--- config.mk ---
export PLATFORM = sky130hd
export DESIGN_NAME = pls_shift_reg
export DESIGN_NICKNAME = d
export VERILOG_FILES = /design/src/rtl/pls_pkg.sv /design/src/rtl/pls_entry.sv /design/src/rtl/pls_next.sv /design/src/rtl/pls_shift_reg.sv
export SDC_FILE = /design/constraint.sdc
export NUM_CORES = 1
export LEC_CHECK = 0
export BUFFER_PORTS_ARGS = -buffer_cell sky130_fd_sc_hd__buf_4
export CAP_MARGIN = 40
export CORE_AREA = 3 3 40 42
export DETAILED_ROUTE_END_ITERATION = 8
export DIE_AREA = 0 0 43 45
export GPL_ROUTABILITY_DRIVEN = 0
export PLACE_DENSITY = 0.3
export SLEW_MARGIN = 15
export SYNTH_ARGS = -nofsm -noshare
export SYNTH_HDL_FRONTEND = slang
export SYNTH_HIERARCHICAL = 1
export SYNTH_SLANG_ARGS = --single-unit
--- constraint.sdc ---
create_clock -name clk -period 2.99 [get_ports clk]
set_clock_uncertainty 0.2 [all_clocks]
set_input_delay 0.598 -clock clk [delete_from_list [all_inputs] [get_ports clk]]
set_output_delay 0.598 -clock clk [all_outputs]
set_load 0.005 [all_outputs]
--- src/rtl/pls_pkg.sv ---
package pls_pkg;
    typedef enum logic {
        OP_LOAD  = 1'b0,
        OP_SHIFT = 1'b1
    } pls_op_e;
endpackage

--- src/rtl/pls_entry.sv ---
// First-stage serial entry: J / active-low K decode for a shift cycle.
module pls_entry (
    input  logic j,
    input  logic kn,
    input  logic cur_bit,
    output logic nxt_bit
);
    always_comb begin
        unique case ({j, kn})
            2'b00: nxt_bit = 1'b0;       // clear
            2'b11: nxt_bit = 1'b1;       // set
            2'b01: nxt_bit = cur_bit;    // hold
            2'b10: nxt_bit = ~cur_bit;   // toggle
            default: nxt_bit = cur_bit;
        endcase
    end
endmodule

--- src/rtl/pls_next.sv ---
// Next-state selector: chooses shifted or loaded contents per operation.
module pls_next #(
    parameter int W = 4
) (
    input  pls_pkg::pls_op_e op,
    input  logic [W-2:0]     low_bits,
    input  logic             entry_bit,
    input  logic [W-1:0]     par_d,
    output logic [W-1:0]     nxt
);
    logic [W-1:0] shifted;

    assign shifted[0] = entry_bit;
    for (genvar g = 1; g < W; g++) begin : g_stage
        assign shifted[g] = low_bits[g-1];
    end

    always_comb begin
        unique case (op)
            pls_pkg::OP_SHIFT: nxt = shifted;
            pls_pkg::OP_LOAD:  nxt = par_d;
            default:           nxt = par_d;
        endcase
    end
endmodule

--- src/rtl/pls_shift_reg.sv ---
module pls_shift_reg #(
    parameter int W = 4
) (
    input  logic         clk,
    input  logic         rst_n,
    input  logic         shift_nload,
    input  logic         j,
    input  logic         kn,
    input  logic [W-1:0] par_d,
    output logic [W-1:0] q,
    output logic         q_last_n
);
    import pls_pkg::*;

    localparam int LAST = W - 1;

    pls_op_e      op;
    logic         entry_bit;
    logic [W-1:0] nxt;
    logic [W-1:0] stage_q;

    assign op = shift_nload ? OP_SHIFT : OP_LOAD;

    pls_entry u_entry (
        .j       (j),
        .kn      (kn),
        .cur_bit (stage_q[0]),
        .nxt_bit (entry_bit)
    );

    pls_next #(.W(W)) u_next (
        .op        (op),
        .low_bits  (stage_q[W-2:0]),
        .entry_bit (entry_bit),
        .par_d     (par_d),
        .nxt       (nxt)
    );

    // State register with asynchronous clear
    always_ff @(posedge clk or negedge rst_n) begin
        if (!rst_n) stage_q <= '0;
        else        stage_q <= nxt;
    end

    // Outputs
    always_comb begin
        q        = stage_q;
        q_last_n = ~stage_q[LAST];
    end

    AST_LOAD_CAPTURE: assert property (@(posedge clk) disable iff (!rst_n)
        !shift_nload |=> q == $past(par_d));
    AST_SHIFT_MOVE: assert property (@(posedge clk) disable iff (!rst_n)
        shift_nload |=> q[W-1:1] == $past(q[W-2:0]));
    AST_ENTRY_SET: assert property (@(posedge clk) disable iff (!rst_n)
        (shift_nload && j && kn) |=> q[0]);
    AST_ENTRY_CLEAR: assert property (@(posedge clk) disable iff (!rst_n)
        (shift_nload && !j && !kn) |=> !q[0]);
    AST_ENTRY_HOLD: assert property (@(posedge clk) disable iff (!rst_n)
        (shift_nload && !j && kn) |=> q[0] == $past(q[0]));
    AST_ENTRY_TOGGLE: assert property (@(posedge clk) disable iff (!rst_n)
        (shift_nload && j && !kn) |=> q[0] != $past(q[0]));
    AST_RESET_HELD_ZERO: assert property (@(posedge clk)
        !rst_n |-> (q == '0 && q_last_n));
endmodule

==> results_dict.tcl, run 1 <==
set metrics [dict create \
    drv_slew 0 \
    synth-edff-count 0 \
    cp-start-kind "flip-flop" \
    fin_tns_setup_ps 0 \
    placed_area_sq_um 280 \
    finalCritPeriodShare 0.526 \
    synth_xor_area_frac 0 \
    netlist.area_leader.share 0.611 \
    synthMuxAreaShare 0.366 \
    max_freq_ghz 0.636 \
    start_util 0.128 \
    synth_top_family_by_area "multiplexers" \
    cp_num_buf_inv 1 \
    yosys_most_used_dff "dfrtp_1" \
    async_flop_share 1.00 \
    synthAdderAreaFrac 0 \
    status "complete, no violations" \
    io_buffers 13 \
    syn_inst 10 \
    netlist-cell-type-count 4 \
    cts.sinks 4 \
    fin_nets 38 \
    synth-compound-area-share 0 \
    core_sq_mm 0.00128 \
    switching_share 0.206 \
    cts_buffer_depth 2 \
    end_kind "output pin" \
    largest_reg_flops 4 \
    max_cap_violations 0 \
    min_path_type "flip-flop to flip-flop" \
    p_leak_nw 0.156 \
    cp_max_fo 3 \
    drc 0 \
    totalWireLength_um 386 \
    dp.cells 38 \
    tightest_slew_ps 122 \
    power_frac_clock 0.415 \
    p_int_mw 0.127 \
    root_buffer "clkbuf_4" \
    wire_per_inst_um 9.19 \
    fin_cells 42 \
    syn2layout_area_growth_pct 90.8 \
    synthTopCellsByArea "dfrtp_1, mux2_2, mux2_4, inv_1" \
    ir_drop_uv 237 \
    critical-path-top-delay-family "flip-flops" \
    antenna_found_initial 0 \
    power_density_mw_per_mm2 513 \
    grt_max_degree 5 \
    initialDrtViolationCount 0 \
    hold_ws_ps 300 \
    power.switching_mw 0.0331 \
    fin_crit_ps 1570 \
    utilization 0.243 \
    netlist_area_sq_um 164 \
    arrival_ps 770 \
    track_usage 0.0551 \
    die_height_um 45 \
    critical_path.slowest_cell "dfrtp_1" \
    synth_nets 19 \
    yosysWarningCount 6 \
    ant_nets 0 \
    rsz0062_at_grt "no" \
    h-tree-depth 1 \
    clk_pin_slew_ps 40 \
    grt_pass1_wl_um 683 \
    drive_gt1_frac 0.778 \
    rows 13 \
    crit_chain "buf_4" \
    via_per_inst 3.40 \
    ys_top_cells_by_count "dfrtp_1, mux2_2, inv_1, mux2_4" \
    ys_ff_latch 4 \
    clk_latency_ps 230 \
    maxSlewHeadroom 0.918 \
    p_seq_frac 0.394 \
    dp_hpwl_um 316 \
    grt_overflow_total 0 \
    required_ps 2190 \
    worst_path_largest_cell_delay_ps 400 \
    hold_viol_final 0 \
    syn_area_per_cell_sq_um 16.4 \
    die_w_um 43 \
    num_antenna_cells 0 \
    io_pins 14 \
    critPathKind "flip-flop to output pin" \
    synthSimpleGateAreaFrac 0 \
    stdcell_area_sq_um 313 \
    num_vias 143 \
    firstDrtPassIters 1 \
    setup_viol 0 \
    cts_made_buffers 3 \
    grt_pass1_vias 178 \
    die-area_sq_mm 0.00194 \
    cts_tree "yes" \
    p_comb_frac 0.192 \
    yosysTopAreaCell "dfrtp_1" \
    ys_seq_area_frac 0.611 \
]
[per-layer routing]
layer	global-route usage	wire, um
met3	0.0797	101
met2	0.0689	143
met4	0.0181	0
met1	0.0487	141
met5	0	0
[final cells by class]
class	count	area, sq um
inverters	1	3.75
flip-flops and latches	4	100
repair buffers	14	108
clock buffers	3	22.5
well taps	15	18.8
fillers	138	972
multi-input cells	5	60.1
[worst paths after layout]
kind	from	end	slack, ps	cells after the start
max	q[0]$_DFF_PN0_	q[0]	1420	1
min	q[1]$_DFF_PN0_	q[2]$_DFF_PN0_	300	1
max reg2reg	q[0]$_DFF_PN0_	q[0]$_DFF_PN0_	1730	2
min reg2reg	q[1]$_DFF_PN0_	q[2]$_DFF_PN0_	300	1
max in group asynchronous	rst_n	q[0]$_DFF_PN0_	1980	2
min in group asynchronous	rst_n	q[2]$_DFF_PN0_	500	2
[timing repair]
action                                 CTS  global route
buffers inserted                         0             0
hold buffers                             1             0
resized for setup                        0             0
endpoints found under the hold margin    4             0
[layout by cell type, fill, tap and decap left out]
| cell | instances |
|---|---|
| dfrtp_1 | 4 |
| clkbuf_4 | 3 |
| inv_1 | 1 |
| buf_4 | 13 |
| mux2_4 | 1 |
| dlygate4sd3_1 | 1 |
| mux2_2 | 4 |
[power groups by stage]
stage	Clock [mW]	Sequential, mW	Combinational (mW)
global placement	0	0.0640	0.0302
global route	0.0768	0.0638	0.0340
floorplan	0	0.0643	0.00881
CTS	0.0700	0.0634	0.0314
finish	0.0665	0.0632	0.0308
detailed placement	0	0.0640	0.0304
[cell families after synthesis]
kind of cell | count (synthesis)
muxes | 5
DFF | 4
buffers and inverters | 1
[through the flow]
stage | worst slack [ps] | total power, mW
floorplan | 1570 | 0.0731
global placement | 1460 | 0.0941
detailed placement | 1460 | 0.0944
CTS | 1400 | 0.165
global route | 1380 | 0.175
finish | 1420 | 0.160
Note: power is estimated with default switching activity, not from simulation.
==> run 2, diff against run 1 <==
Clock period 2.99 ns to 1.6 ns, I/O delays scaled along.
==> results_dict.tcl, run 2 (synthesized netlist as in run 1, its figures left out) <==
set metrics [dict create \
    met2_usage 0.0689 \
    cts.sinks 4 \
    max_cap_violations 0 \
    drc 0 \
    hold_end "q[2]$_DFF_PN0_" \
    cts_resized 0 \
    clk_latency_ps 230 \
    max_freq_ghz 0.773 \
    cp-start-kind "flip-flop" \
    grt_max_degree 5 \
    die_w_um 43 \
    nFillCells 136 \
    grt_overflow_total 0 \
    met1_usage 0.0389 \
    fin_nets 38 \
    regToRegSetupSlack_ps 330 \
    multi_input_area_sq_um 60.1 \
    die-area_sq_mm 0.00194 \
    crit_chain "buf_4" \
    fin_tns_setup_ps 0 \
    totalWireLength_um 380 \
    cts_made_buffers 3 \
    rows 13 \
    critical-path-top-delay-family "flip-flops" \
    start_util 0.128 \
    required_ps 1080 \
    num_vias 143 \
    use_met3 0.0717 \
    track_usage 0.0501 \
    critical_path.slowest_cell "dfrtp_1" \
    setup_viol 0 \
    arrival_ps 770 \
    reg2reg_depth 2 \
    via_per_inst 3.40 \
    worstHoldStart "par_d[2]" \
    final_common_cell "buf_4" \
    postCtsSetupBuffers 0 \
    maxSlewHeadroom 0.917 \
    wire_per_inst_um 9.05 \
    reg2reg_from "q[0]$_DFF_PN0_" \
    h-tree-depth 1 \
    core_sq_mm 0.00128 \
    antenna_found_initial 0 \
    placed_area_sq_um 280 \
    critPathKind "flip-flop to output pin" \
    initialDrtViolationCount 0 \
    firstDrtPassIters 1 \
    ir_drop_uv 464 \
    tightest_slew_ps 125 \
    cp_num_buf_inv 1 \
    grt_pass1_vias 158 \
    stdcell_area_sq_um 313 \
    fin_crit_ps 1290 \
    io_pins 14 \
    end_kind "output pin" \
    finalCritPeriodShare 0.808 \
    power_density_mw_per_mm2 951 \
    drv_slew 0 \
    ant_nets 0 \
    layout_common_cells "buf_4, dfrtp_1, mux2_2, clkbuf_4" \
    reg2reg_to "q[0]$_DFF_PN0_" \
    rsz0062_at_grt "no" \
    largest_reg_flops 4 \
    status "complete, no violations" \
    grt_pass1_wl_um 621 \
    cts_tree "yes" \
    syn2layout_area_growth_pct 90.8 \
    die_height_um 45 \
    io_buffers 13 \
    p_leak_nw 0.156 \
    regArea_sq_um 100 \
    cts_buffer_depth 2 \
    num_antenna_cells 0 \
    cp_max_fo 3 \
    top_usage_layer "met3" \
    clk_pin_slew_ps 40 \
    min_path_type "input pin to flip-flop" \
    whs_path_depth 2 \
    root_buffer "clkbuf_4" \
    hold_viol_final 0 \
    drive_gt1_frac 0.778 \
    worst_path_largest_cell_delay_ps 400 \
]
-- run 2: cell counts in the layout (fill, tap and decap cells not counted) --
No cell type changed its count.
-- run 2: power breakdown --
group,internal [mW],switching (mW)
Combinational,0.0421,0.0149
Sequential,0.112,0.00618
Clock,0.0837,0.0384
Total,0.238,0.0595
-- run 2: how the worst max path moves through the flow --
stage / from / to / slack (ps) / depth (start not counted)
finish: q[0]$_DFF_PN0_ / q[0] / 310 / 1
CTS: q[0]$_DFF_PN0_ / q[0] / 290 / 1
floorplan: q[0]$_DFF_PN0_ / q[0]$_DFF_PN0_ / 350 / 2
global route: q[0]$_DFF_PN0_ / q[0] / 270 / 1
global placement: q[0]$_DFF_PN0_ / q[0]$_DFF_PN0_ / 330 / 2
detailed placement: q[0]$_DFF_PN0_ / q[0]$_DFF_PN0_ / 330 / 2
-- run 2: final cells by class --
| cell class | count | area share |
|---|---|---|
| flip-flops and latches | 4 | 0.320 |
| repair buffers | 14 | 0.344 |
| clock buffers | 3 | 0.0720 |
| inverters | 1 | 0.0120 |
| multi-input cells | 5 | 0.192 |
| well taps | 15 | 0.0600 |
-- run 2: metal layers --
metal / vias to the layer above / share of wire
li1: 68 / -
met1: 61 / 0.38
met2: 14 / 0.37
met3: 0 / 0.24
met4: 0 / 0
met5: - / 0
-- run 2: per-stage QoR --
| step | setup slack [ps] | power, mW | instances | hold slack, ps | util |
|---|---|---|---|---|---|
| 2_1_floorplan | 346 | 0.137 | 10 | -176 | - |
| 3_3_place_gp | 329 | 0.176 | 38 | -80.2 | 0.218 |
| 3_5_place_dp | 331 | 0.176 | 38 | -79.5 | 0.218 |
| 4_1_cts | 291 | 0.306 | 42 | 112 | 0.243 |
| 5_1_grt | 271 | 0.318 | 42 | 116 | 0.243 |
| 6_report | 307 | 0.297 | 42 | 119 | 0.243 |
-- run 2: what timing repair did --
action                     4_1_cts  5_1_grt
hold endpoints to repair         4        0
hold buffers                     1        0
setup endpoints to repair        0        0
